## config.mk

```make
export PLATFORM = sky130hd
export DESIGN_NAME = rev_carry_pulse
export DESIGN_NICKNAME = d
export VERILOG_FILES = /design/src/rtl/rcp_pkg.sv /design/src/rtl/rcp_step_detect.sv /design/src/rtl/rcp_width_timer.sv /design/src/rtl/rcp_dir_track.sv /design/src/rtl/rev_carry_pulse.sv
export SDC_FILE = /design/constraint.sdc
export NUM_CORES = 1
export LEC_CHECK = 0
export BUFFER_PORTS_ARGS = -buffer_cell sky130_fd_sc_hd__clkbuf_2
export CAP_MARGIN = 20
export CELL_PAD_IN_SITES_DETAIL_PLACEMENT = 2
export CELL_PAD_IN_SITES_GLOBAL_PLACEMENT = 2
export CORE_UTILIZATION = 30
export DETAILED_ROUTE_END_ITERATION = 10
export PLACE_DENSITY = 0.74
export SKIP_CTS_REPAIR_TIMING = 1
export SYNTH_ARGS = -nofsm -noshare
export SYNTH_HDL_FRONTEND = slang
export SYNTH_SLANG_ARGS = --single-unit
```

## constraint.sdc

```tcl
create_clock -name clk_i -period 3.8 [get_ports clk_i]
set_input_delay 1.14 -clock clk_i [delete_from_list [all_inputs] [get_ports clk_i]]
set_output_delay 1.14 -clock clk_i [all_outputs]
set_load 0.05 [all_outputs]
```

## src/rtl/rcp_pkg.sv

```systemverilog
package rcp_pkg;
  typedef struct packed {
    logic rise;     // busy rising edge
    logic wrap;     // qualified carry
    logic dir_chg;  // direction differs from last edge
  } step_evt_t;
endpackage

```

## src/rtl/rcp_step_detect.sv

```systemverilog
module rcp_step_detect
  import rcp_pkg::*;
(
  input  logic      clk_i,
  input  logic      rst_ni,
  input  logic      busy_i,
  input  logic      dir_i,
  input  logic      carry_i,
  output step_evt_t evt_o
);
  logic busy_q, dir_q;

  always_ff @(posedge clk_i or negedge rst_ni) begin
    if (!rst_ni) begin
      busy_q <= 1'b0;
      dir_q  <= 1'b0;
    end else begin
      busy_q <= busy_i;
      dir_q  <= dir_i;
    end
  end

  always_comb begin
    evt_o.rise    = busy_i & ~busy_q;
    evt_o.wrap    = busy_i & ~busy_q & carry_i;
    evt_o.dir_chg = dir_i ^ dir_q;
  end
endmodule

```

## src/rtl/rcp_width_timer.sv

```systemverilog
module rcp_width_timer #(
  parameter int unsigned MIN_W = 60
) (
  input  logic clk_i,
  input  logic rst_ni,
  input  logic load_i,
  input  logic tick_i,
  output logic done_o
);
  generate
    if (MIN_W <= 1) begin : g_single
      logic unused_ctl;
      assign unused_ctl = load_i ^ tick_i ^ clk_i ^ rst_ni;
      assign done_o = 1'b1;
    end else begin : g_count
      localparam int unsigned CW = $clog2(MIN_W);
      localparam logic [CW-1:0] LOAD = CW'(MIN_W - 1);
      logic [CW-1:0] cnt_q;

      always_ff @(posedge clk_i or negedge rst_ni) begin
        if (!rst_ni)                    cnt_q <= '0;
        else if (load_i)                cnt_q <= LOAD;
        else if (tick_i && cnt_q != '0) cnt_q <= cnt_q - 1'b1;
      end

      assign done_o = (cnt_q == '0);
    end
  endgenerate
endmodule

```

## src/rtl/rcp_dir_track.sv

```systemverilog
module rcp_dir_track #(
  parameter int unsigned STABLE_EDGES = 2
) (
  input  logic clk_i,
  input  logic rst_ni,
  input  logic clr_i,
  input  logic active_i,
  input  logic chg_i,
  input  logic rise_i,
  output logic hold_o,
  output logic settled_o
);
  localparam int unsigned SW = $clog2(STABLE_EDGES + 1);
  localparam logic [SW-1:0] TGT = SW'(STABLE_EDGES);

  logic          hold_q;
  logic [SW-1:0] stab_q;

  always_ff @(posedge clk_i or negedge rst_ni) begin
    if (!rst_ni) begin
      hold_q <= 1'b0;
      stab_q <= '0;
    end else if (clr_i) begin
      hold_q <= 1'b0;
      stab_q <= '0;
    end else if (active_i) begin
      if (chg_i) begin
        hold_q <= 1'b1;
        stab_q <= '0;
      end else if (rise_i && stab_q != TGT) begin
        stab_q <= stab_q + 1'b1;
      end
    end
  end

  assign hold_o    = hold_q;
  assign settled_o = (stab_q == TGT);
endmodule

```

## src/rtl/rev_carry_pulse.sv

```systemverilog
module rev_carry_pulse
  import rcp_pkg::*;
#(
  parameter int unsigned MIN_W        = 60,
  parameter int unsigned STABLE_EDGES = 2
) (
  input  logic clk_i,
  input  logic rst_ni,
  input  logic busy_i,
  input  logic dir_i,
  input  logic carry_i,
  input  logic inhibit_i,
  output logic rev_pulse_o
);
  step_evt_t evt;
  logic pulse_q, width_done, hold, settled, release_now;
  logic unused_inhibit;

  // inhibit only gates output latches elsewhere
  assign unused_inhibit = inhibit_i;

  rcp_step_detect u_step (
    .clk_i  (clk_i),
    .rst_ni (rst_ni),
    .busy_i (busy_i),
    .dir_i  (dir_i),
    .carry_i(carry_i),
    .evt_o  (evt)
  );

  rcp_width_timer #(.MIN_W(MIN_W)) u_width (
    .clk_i (clk_i),
    .rst_ni(rst_ni),
    .load_i(evt.wrap),
    .tick_i(pulse_q),
    .done_o(width_done)
  );

  // never release in a cycle that itself changes direction
  assign release_now = pulse_q & width_done & ~evt.dir_chg & (~hold | settled);

  rcp_dir_track #(.STABLE_EDGES(STABLE_EDGES)) u_dir (
    .clk_i    (clk_i),
    .rst_ni   (rst_ni),
    .clr_i    (evt.wrap | release_now),
    .active_i (pulse_q),
    .chg_i    (evt.dir_chg),
    .rise_i   (evt.rise),
    .hold_o   (hold),
    .settled_o(settled)
  );

  always_ff @(posedge clk_i or negedge rst_ni) begin
    if (!rst_ni)          pulse_q <= 1'b0;
    else if (evt.wrap)    pulse_q <= 1'b1;
    else if (release_now) pulse_q <= 1'b0;
  end

  assign rev_pulse_o = pulse_q;
endmodule

```

# Word level (Yosys, flattened, before mapping)
# Index checks and enable logic that the tools add are counted.
# Widths: inputs -> output; s select.
dict set report totals {
  regBits 12
  output_inout_bits 1
}
dict set report op_classes {
  bitwise_logic 11
  n_eq_ne 2
  n_mux 11
  n_reduce_logical 11
  add_sub_neg 2
}
# cell n
set ops {}
lappend ops {{$mux 6} 2}
lappend ops {{$mux 2} 4}
lappend ops {{$reduce_bool 2->1} 4}
lappend ops {{$logic_not 6->1} 1}
lappend ops {{$reduce_bool 6->1} 1}
lappend ops {{$sub 6x1->6 const B} 1}
lappend ops {{$and 1x1->1} 5}
lappend ops {{$mux 1} 5}
lappend ops {{$reduce_and 2->1} 2}
lappend ops {{$not 1->1} 3}
lappend ops {{$reduce_bool 3->1} 1}
lappend ops {{$add 2x1->2 const B} 1}
lappend ops {{$eq 2x2->1 const B} 1}
lappend ops {{$logic_and 1x1->1} 2}
lappend ops {{$ne 2x2->1 const B} 1}
lappend ops {{$or 1x1->1} 2}
lappend ops {{$xor 1x1->1} 1}

# Logic depth before layout (Yosys ltp)
# Gate-level depths: netlist (run 1).
dict set report depth {
  ltp_word 7
  depth_mapped 5
  mapped_depth_nobuf 5
}

# Hierarchy
# Synthesis (run 1) repeated with hierarchy kept, for this count alone.
dict set report hier_totals {
  cells_unflattened 68
  hier_area_um2 691.9
}
# module cells_each area_each_um2 n_inst
set modules_own_cells {}
lappend modules_own_cells {rcp_width_timer 39 387.9 1}
lappend modules_own_cells {rcp_dir_track 18 172.7 1}
lappend modules_own_cells {rcp_step_detect 5 73.8 1}
lappend modules_own_cells {rev_carry_pulse 6 57.6 1}

# Worst setup path after synthesis (run 1)
# Ideal clock, no wire load.
dict set report synth_path {
  path_type {input to register}
  startpoint {input port dir_i}
  endpoint {register u_dir.hold_q (netlist: u_dir.hold_o)}
  setup_ns 0.165
  path_stages 3
  setup_slack_ns 1.845
  path_buffers 0
  arrival_time_ns 1.790
  cell_sequence {xnor2_1 -> o2111a_1 -> a221oi_1}
}
dict set report synth_via {
  elab_chain_len 7
}
# element line
set synth_lines {}
lappend synth_lines {{start, declared} rev_carry_pulse.sv:10} ;# input logic dir_i,
lappend synth_lines {{$xor 1x1->1 *} rcp_step_detect.sv:26} ;# evt_o.dir_chg = dir_i ^ dir_q;
lappend synth_lines {{$not 1->1} rev_carry_pulse.sv:40} ;# assign release_now = pulse_q & width_done & ~evt.dir_chg & (~hold | settled);
lappend synth_lines {{$and 1x1->1 (2 in series)} rev_carry_pulse.sv:40}
lappend synth_lines {{$or 1x1->1} rev_carry_pulse.sv:45} ;# .clr_i (evt.wrap | release_now),
lappend synth_lines {{$reduce_bool 2->1 (no line)} n/a}
lappend synth_lines {{$reduce_and 2->1 (no line)} n/a}
lappend synth_lines {{end signal, assigned} rcp_dir_track.sv:21} ;# hold_q <= 1'b0;
lappend synth_lines {{end signal, assigned} rcp_dir_track.sv:24} ;# hold_q <= 1'b0;
lappend synth_lines {{end signal, assigned} rcp_dir_track.sv:28} ;# hold_q <= 1'b1;
lappend synth_lines {{end, declared} rcp_dir_track.sv:16} ;# logic hold_q;
# Every way passes the cells marked *; elsewhere a longest branch is shown, timed or not.
# A chain may end at the register's enable or synchronous reset.

# Worst setup path after layout (run 1)
dict set report layout_path {
  startpoint {register pulse_q (netlist: rev_pulse_o)}
  endpoint {output port rev_pulse_o}
}
# element line
set layout_lines {}
lappend layout_lines {{start, declared} rev_carry_pulse.sv:16} ;# logic pulse_q, width_done, hold, settled, release_now;
lappend layout_lines {{start signal, assigned} rev_carry_pulse.sv:54} ;# if (!rst_ni) pulse_q <= 1'b0;
lappend layout_lines {{start signal, assigned} rev_carry_pulse.sv:55} ;# else if (evt.wrap) pulse_q <= 1'b1;
lappend layout_lines {{start signal, assigned} rev_carry_pulse.sv:56} ;# else if (release_now) pulse_q <= 1'b0;
lappend layout_lines {{end, declared} rev_carry_pulse.sv:13} ;# output logic rev_pulse_o
# No word-level cell between the ends.

==> results of run 1 <==
## cell type report
class | instances | share of cell area (%)
inverters | 5 | 2.613
clock buffers | 4 | 5.052
flip-flops and latches | 12 | 41.81
well taps | 27 | 4.704
repair buffers | 5 | 3.484
multi-input cells | 41 | 42.33
## power breakdown
part,switching [W],leakage (nW),total (W),internal (W)
sequential,0.0000307,0.136,0.000190,0.000159
clock,0.0000462,0.0210,0.000104,0.0000582
combinational,0.0000529,0.171,0.000105,0.0000516
## cell families (layout without fill, tap and decap cells)
| kind of cell | Yosys count | count (layout) | share of synthesized area, % |
|---|---|---|---|
| buf+inv | 6 | 14 | 3.593 |
| flops | 12 | 12 | 47.90 |
| mux | 2 | 2 | 3.393 |
| fa+ha+maj | 2 | 2 | 3.991 |
| compound gates | 13 | 13 | 15.57 |
| simple gates | 23 | 23 | 24.15 |
| xor+xnor | 1 | 1 | 1.397 |
## layer usage
metal / part of all wire, % / vias up / global-route usage, %
li1: - / 238 / -
met1: 50 / 245 / 23.96
met2: 47 / 5 / 22.16
met3: 1.1 / 2 / 2.642
met4: 1.3 / 0 / 7.778
met5: 0 / - / 0
## worst max-delay path by stage
stage | end | cells after the start | startpoint
floorplan | u_dir.hold_o | 3 | dir_i
global placement | u_dir.stab_q[1] | 4 | dir_i
detailed placement | u_dir.stab_q[0] | 4 | dir_i
CTS | rev_pulse_o | 1 | rev_pulse_o
global route | rev_pulse_o | 1 | rev_pulse_o
finish | rev_pulse_o | 1 | rev_pulse_o
## metrics by stage
stage / total power [W] / std cells
6_report: 0.0003987 / 94
5_1_grt: 0.0004287 / 94
4_1_cts: 0.0004050 / 94
3_5_place_dp: 0.0002991 / 90
3_3_place_gp: 0.0002867 / 90
2_1_floorplan: 0.0002647 / 59
## synthesized netlist by cell type
cell | number | area (µm²)
a211o_2 | 1 | 10.01
a211oi_1 | 1 | 7.510
a21oi_1 | 2 | 10.01
a221oi_1 | 3 | 26.28
and3b_1 | 1 | 8.760
and4bb_2 | 1 | 12.51
clkbuf_1 | 1 | 3.750
dfrtp_1 | 12 | 300.3
ha_1 | 2 | 25.02
inv_1 | 5 | 18.77
mux2_2 | 1 | 11.26
mux2i_1 | 1 | 10.01
nand2_1 | 4 | 15.01
nand2b_1 | 1 | 6.260
nand3_1 | 3 | 15.01
nand3b_1 | 2 | 15.01
nor2_1 | 2 | 7.510
nor2b_1 | 1 | 6.260
nor3_1 | 1 | 5.000
o2111a_1 | 1 | 11.26
o211ai_1 | 2 | 15.01
o21ai_0 | 2 | 10.01
o31ai_1 | 1 | 7.510
or2_2 | 1 | 6.260
or2b_1 | 1 | 7.510
or3_1 | 1 | 6.260
or4_1 | 2 | 15.01
or4b_4 | 1 | 13.76
or4bb_1 | 1 | 11.26
xnor2_1 | 1 | 8.760
## registers in the layout, indices dropped and copies added (netlist names)
| signal | flops |
|---|---|
| u_width.g_count.cnt_q | 6 |
| u_dir.stab_q | 2 |
| u_step.dir_q | 1 |
| u_step.busy_q | 1 |
| rev_pulse_o | 1 |
| u_dir.hold_o | 1 |
## layout by cell type (no fill, tap or decap), types with 2 or more instances in the layout
master and n:
nand3b_1 2, ha_1 2, clkbuf_2 5, nand2_1 4
or4_1 2, nor2_1 2, clkbuf_4 3, inv_1 5
dfrtp_1 12, a21oi_1 2, o21ai_0 2, nand3_1 3
a221oi_1 3, o211ai_1 2
==> out/metrics.yaml, run 1 <==
htree_levels: 1
portBuffers: 5
die_area_mm2: 0.002276
hold_depth: 2
nFillCells: 245
syn_area_um2: 626.9
grt_max_degree: 13
holdPathEnd: "u_dir.hold_o"
synth_nets: 67
ios: 7
dp_slack_ns: 1.481
grt_pass1_vias: 490
whs_ns: 0.5647
reg2reg_from: "rev_pulse_o"
crit_family: "flip-flops"
place_congestion: 0.7049
syn_avg_cell_area_um2: 10.62
antenna_found_initial: 0
num_rows: 16
overflow: 0
initial_utilization_pct: 31.95
cp_cell_sequence: "clkbuf_2"
reg2reg_setup_slack_ns: 2.10
synth_warnings: 0
dp.final_hpwl_um: 1138
fmax_mhz: 441.3
syn_inst: 59
irDropWorstVdd_mv: 0.1447
drt_iter0_markers: 8
layout.area.seq_um2: 300.3
finalClockSkew_ns: 0.006593
path_clk_slew_ns: 0.09
cp-start-kind: "register"
critPathMaxStageDelay_ns: 0.52
synth_seq_cells: 12
rr_endpoint: "u_width.g_count.cnt_q[5]"
critical_path_required_ns: 2.66
postPlaceCellArea_um2: 681.9
hp-class: "reg2reg"
grt_setup_unrepaired: "no"
arrival_ns: 1.13
period_minus_slack_ns: 2.266
fin_crit_sh_pct: 59.63
num_vias: 490
drt-total-wl_um: 1489
die_x_um: 47.71
power.leakage_nw: 0.3279
ant_nets: 0
antennaDiodeCount: 0
synth_seq_area_share_pct: 47.90
core_area_mm2: 0.001962
tightest_slew_ns: 0.5072
hold_viol: 0
multi_input_area_um2: 304.0
yosysUniqueCellTypes: 30
criticalPathCategory: "reg2out"
relSlewSlack_pct: 65.94
drc: 0
finish.instance_area_um2: 718.2
cts.sinks: 12
wl_per_cell_um: 15.84
maxCapViolations: 0
slowest_stage: "dfrtp_1"
ff2ff_path_depth: 3
cts-buffers-inserted: 3
avgViaCountPerCell: 5.213
cp_max_fo: 10
hold_path_startpoint: "u_dir.hold_o"
die_y_um: 47.71
drive_gt1_share_pct: 20.90
worst-path-buf-inv: 1
end_kind: "primary output"
maxSlewViolCount: 0
utilization_pct: 36.61
status: "finished, final reports clean"
cts.path.max_buffers: 2
nets: 76
setup_tns_ns: 0
setup_ws_ns: 1.534
power_density_mw_per_mm2: 555.2
worst_skew_pair.late_latency_ns: 0.27
cts_tree: "done"
cts_root_buf: "clkbuf_4"
grt_pass1_wl_um: 2456
setup_viol: 0
grt_usage_pct: 16.06
area_growth_pct: 14.57
dr.pass1.iters: 4
Note: power is estimated with default switching activity, not from simulation.
==> run 2, diff against run 1 <==
==> constraint.sdc (replaced) <==
create_clock -name clk_i -period 2.2 [get_ports clk_i]
set_input_delay 0.66 -clock clk_i [delete_from_list [all_inputs] [get_ports clk_i]]
set_output_delay 0.66 -clock clk_i [all_outputs]
set_load 0.05 [all_outputs]
==> run 2 against run 1 <==
- critical path depth up 2
- clock skew down 0.0037 ns
- core utilization down 0.32 points
- final cell count unchanged
- global-route usage up 1.9 points
- combinational power up 74%
- worst setup slack worse by 0.98 ns
- critical path type is now reg2reg
- largest cell class unchanged
- highest routed layer unchanged
==> out/metrics.yaml, run 2 (synthesis results as in run 1) <==
antenna_found_initial: 0
die_area_mm2: 0.002276
wl_per_cell_um: 17.13
nets: 77
path_clk_slew_ns: 0.08
grt_pass1_wl_um: 2594
nFillCells: 236
htree_levels: 1
cp_max_fo: 6
end_kind: "register"
core_area_mm2: 0.001962
place_congestion: 0.7074
cp-start-kind: "register"
path_depth: 3
slowest_stage: "or4b_4"
grt_setup_unrepaired: "no"
die_y_um: 47.71
ant_nets: 0
p_int_w: 0.0004287
status: "finished, final reports clean"
ios: 7
cp_cell_sequence: "or4b_4, or4_1, nand3_1"
crit_family: "simple AND/OR/NAND/NOR gates"
drive_gt1_share_pct: 20.90
power.switching_w: 0.0002238
drc: 0
whs_ns: 0.2596
top_register: "u_width.g_count.cnt_q"
initial_utilization_pct: 31.95
critPathMaxStageDelay_ns: 0.56
finalClockSkew_ns: 0.002873
final_cell_mix: "dfrtp_1, inv_1, clkbuf_2"
relSlewSlack_pct: 67.44
antennaDiodeCount: 0
die_x_um: 47.71
worst_skew_pair.late_latency_ns: 0.28
arrival_ns: 1.86
multi_input_area_um2: 304.0
largestRegisters: "u_width.g_count.cnt_q (6), u_dir.stab_q (2)"
tightest_slew_ns: 0.4848
hold_viol: 0
clkPwrFrac_pct: 21.5
power.leakage_nw: 0.3249
largest_register_ffs: 6
ff2ff_path_depth: 3
cts.sinks: 12
drt_iter0_markers: 7
num_rows: 16
grt_pass1_vias: 493
num_vias: 522
final_common_cell: "dfrtp_1"
power_density_mw_per_mm2: 916.5
fin_crit_sh_pct: 74.87
cts-buffers-inserted: 3
maxCapViolations: 0
cts.path.max_buffers: 2
criticalPathCategory: "reg2reg"
cts_root_buf: "clkbuf_4"
drt-total-wl_um: 1610
layout.area.seq_um2: 300.3
cts_tree: "done"
area_growth_pct: 13.57
critical_path_required_ns: 2.41
hp-class: "in2async"
setup_tns_ns: 0
period_minus_slack_ns: 1.647
dp.final_hpwl_um: 1078
avgViaCountPerCell: 5.553
dr.pass1.iters: 4
worst-path-buf-inv: 0
grt_usage_pct: 17.93
p_sw_share_pct: 34.30
fmax_mhz: 607.1
grt_max_degree: 13
maxSlewViolCount: 0
seq_power_share_pct: 50.5
overflow: 0
setup_viol: 0
portBuffers: 5
irDropWorstVdd_mv: 0.2593
combPwrFrac_pct: 28.0
[run 2: power groups by stage]
stage	combinational, W	clock, W	sequential [W]
after floorplan	0.000140	0	0.000317
after global placement	0.000167	0	0.000328
after detailed placement	0.000179	0	0.000335
after CTS	0.000187	0.000143	0.000330
after global routing	0.000208	0.000151	0.000339
final	0.000183	0.000140	0.000329
[run 2: worst register-to-register path, cell delays in order, from the launching register on]
cell and delay [ns]:
dfrtp_1 0.44, or4b_4 0.56, or4_1 0.48, nand3_1 0.10
[run 2: final cells by class]
type                       instances  area share, %
multi-input combinational         41          42.71
sequential                        12          42.18
tap                               27          4.745
timing repair buffer               6          4.569
clock buffer                       3          3.163
inverter                           5          2.636
[run 2: worst paths after layout]
kind | startpoint | end | slack (ns)
worst max-delay path | u_width.g_count.cnt_q[2] | u_width.g_count.cnt_q[5] | 0.55
worst min-delay path | rst_ni | u_width.g_count.cnt_q[4] | 0.26
worst max register to register | u_width.g_count.cnt_q[2] | u_width.g_count.cnt_q[5] | 0.55
worst min register to register | u_dir.hold_o | u_dir.hold_o | 0.56
min in group clk_i | dir_i | u_step.dir_q | 0.52
max in group asynchronous | rst_ni | u_dir.stab_q[1] | 1.70
[run 2: per-stage QoR]
step	area, µm²	std cells	worst slack (ns)	power (W)	util (%)
2_1_floorplan	626.9	59	0.3428	0.0004573	-
3_3_place_gp	689.4	91	0.4634	0.0004957	35.14
3_5_place_dp	689.4	91	0.4354	0.0005137	35.14
4_1_cts	711.9	94	0.5555	0.0006606	36.29
5_1_grt	711.9	94	0.4674	0.0006984	36.29
6_report	711.9	94	0.5529	0.0006525	36.29
[run 2: layer usage]
metal	track usage [%]	up-vias	routed length [µm]
met5	0	-	0
met4	10.00	0	46
met3	4.528	4	39
met2	26.22	11	776
met1	24.02	268	749
li1	-	239	-
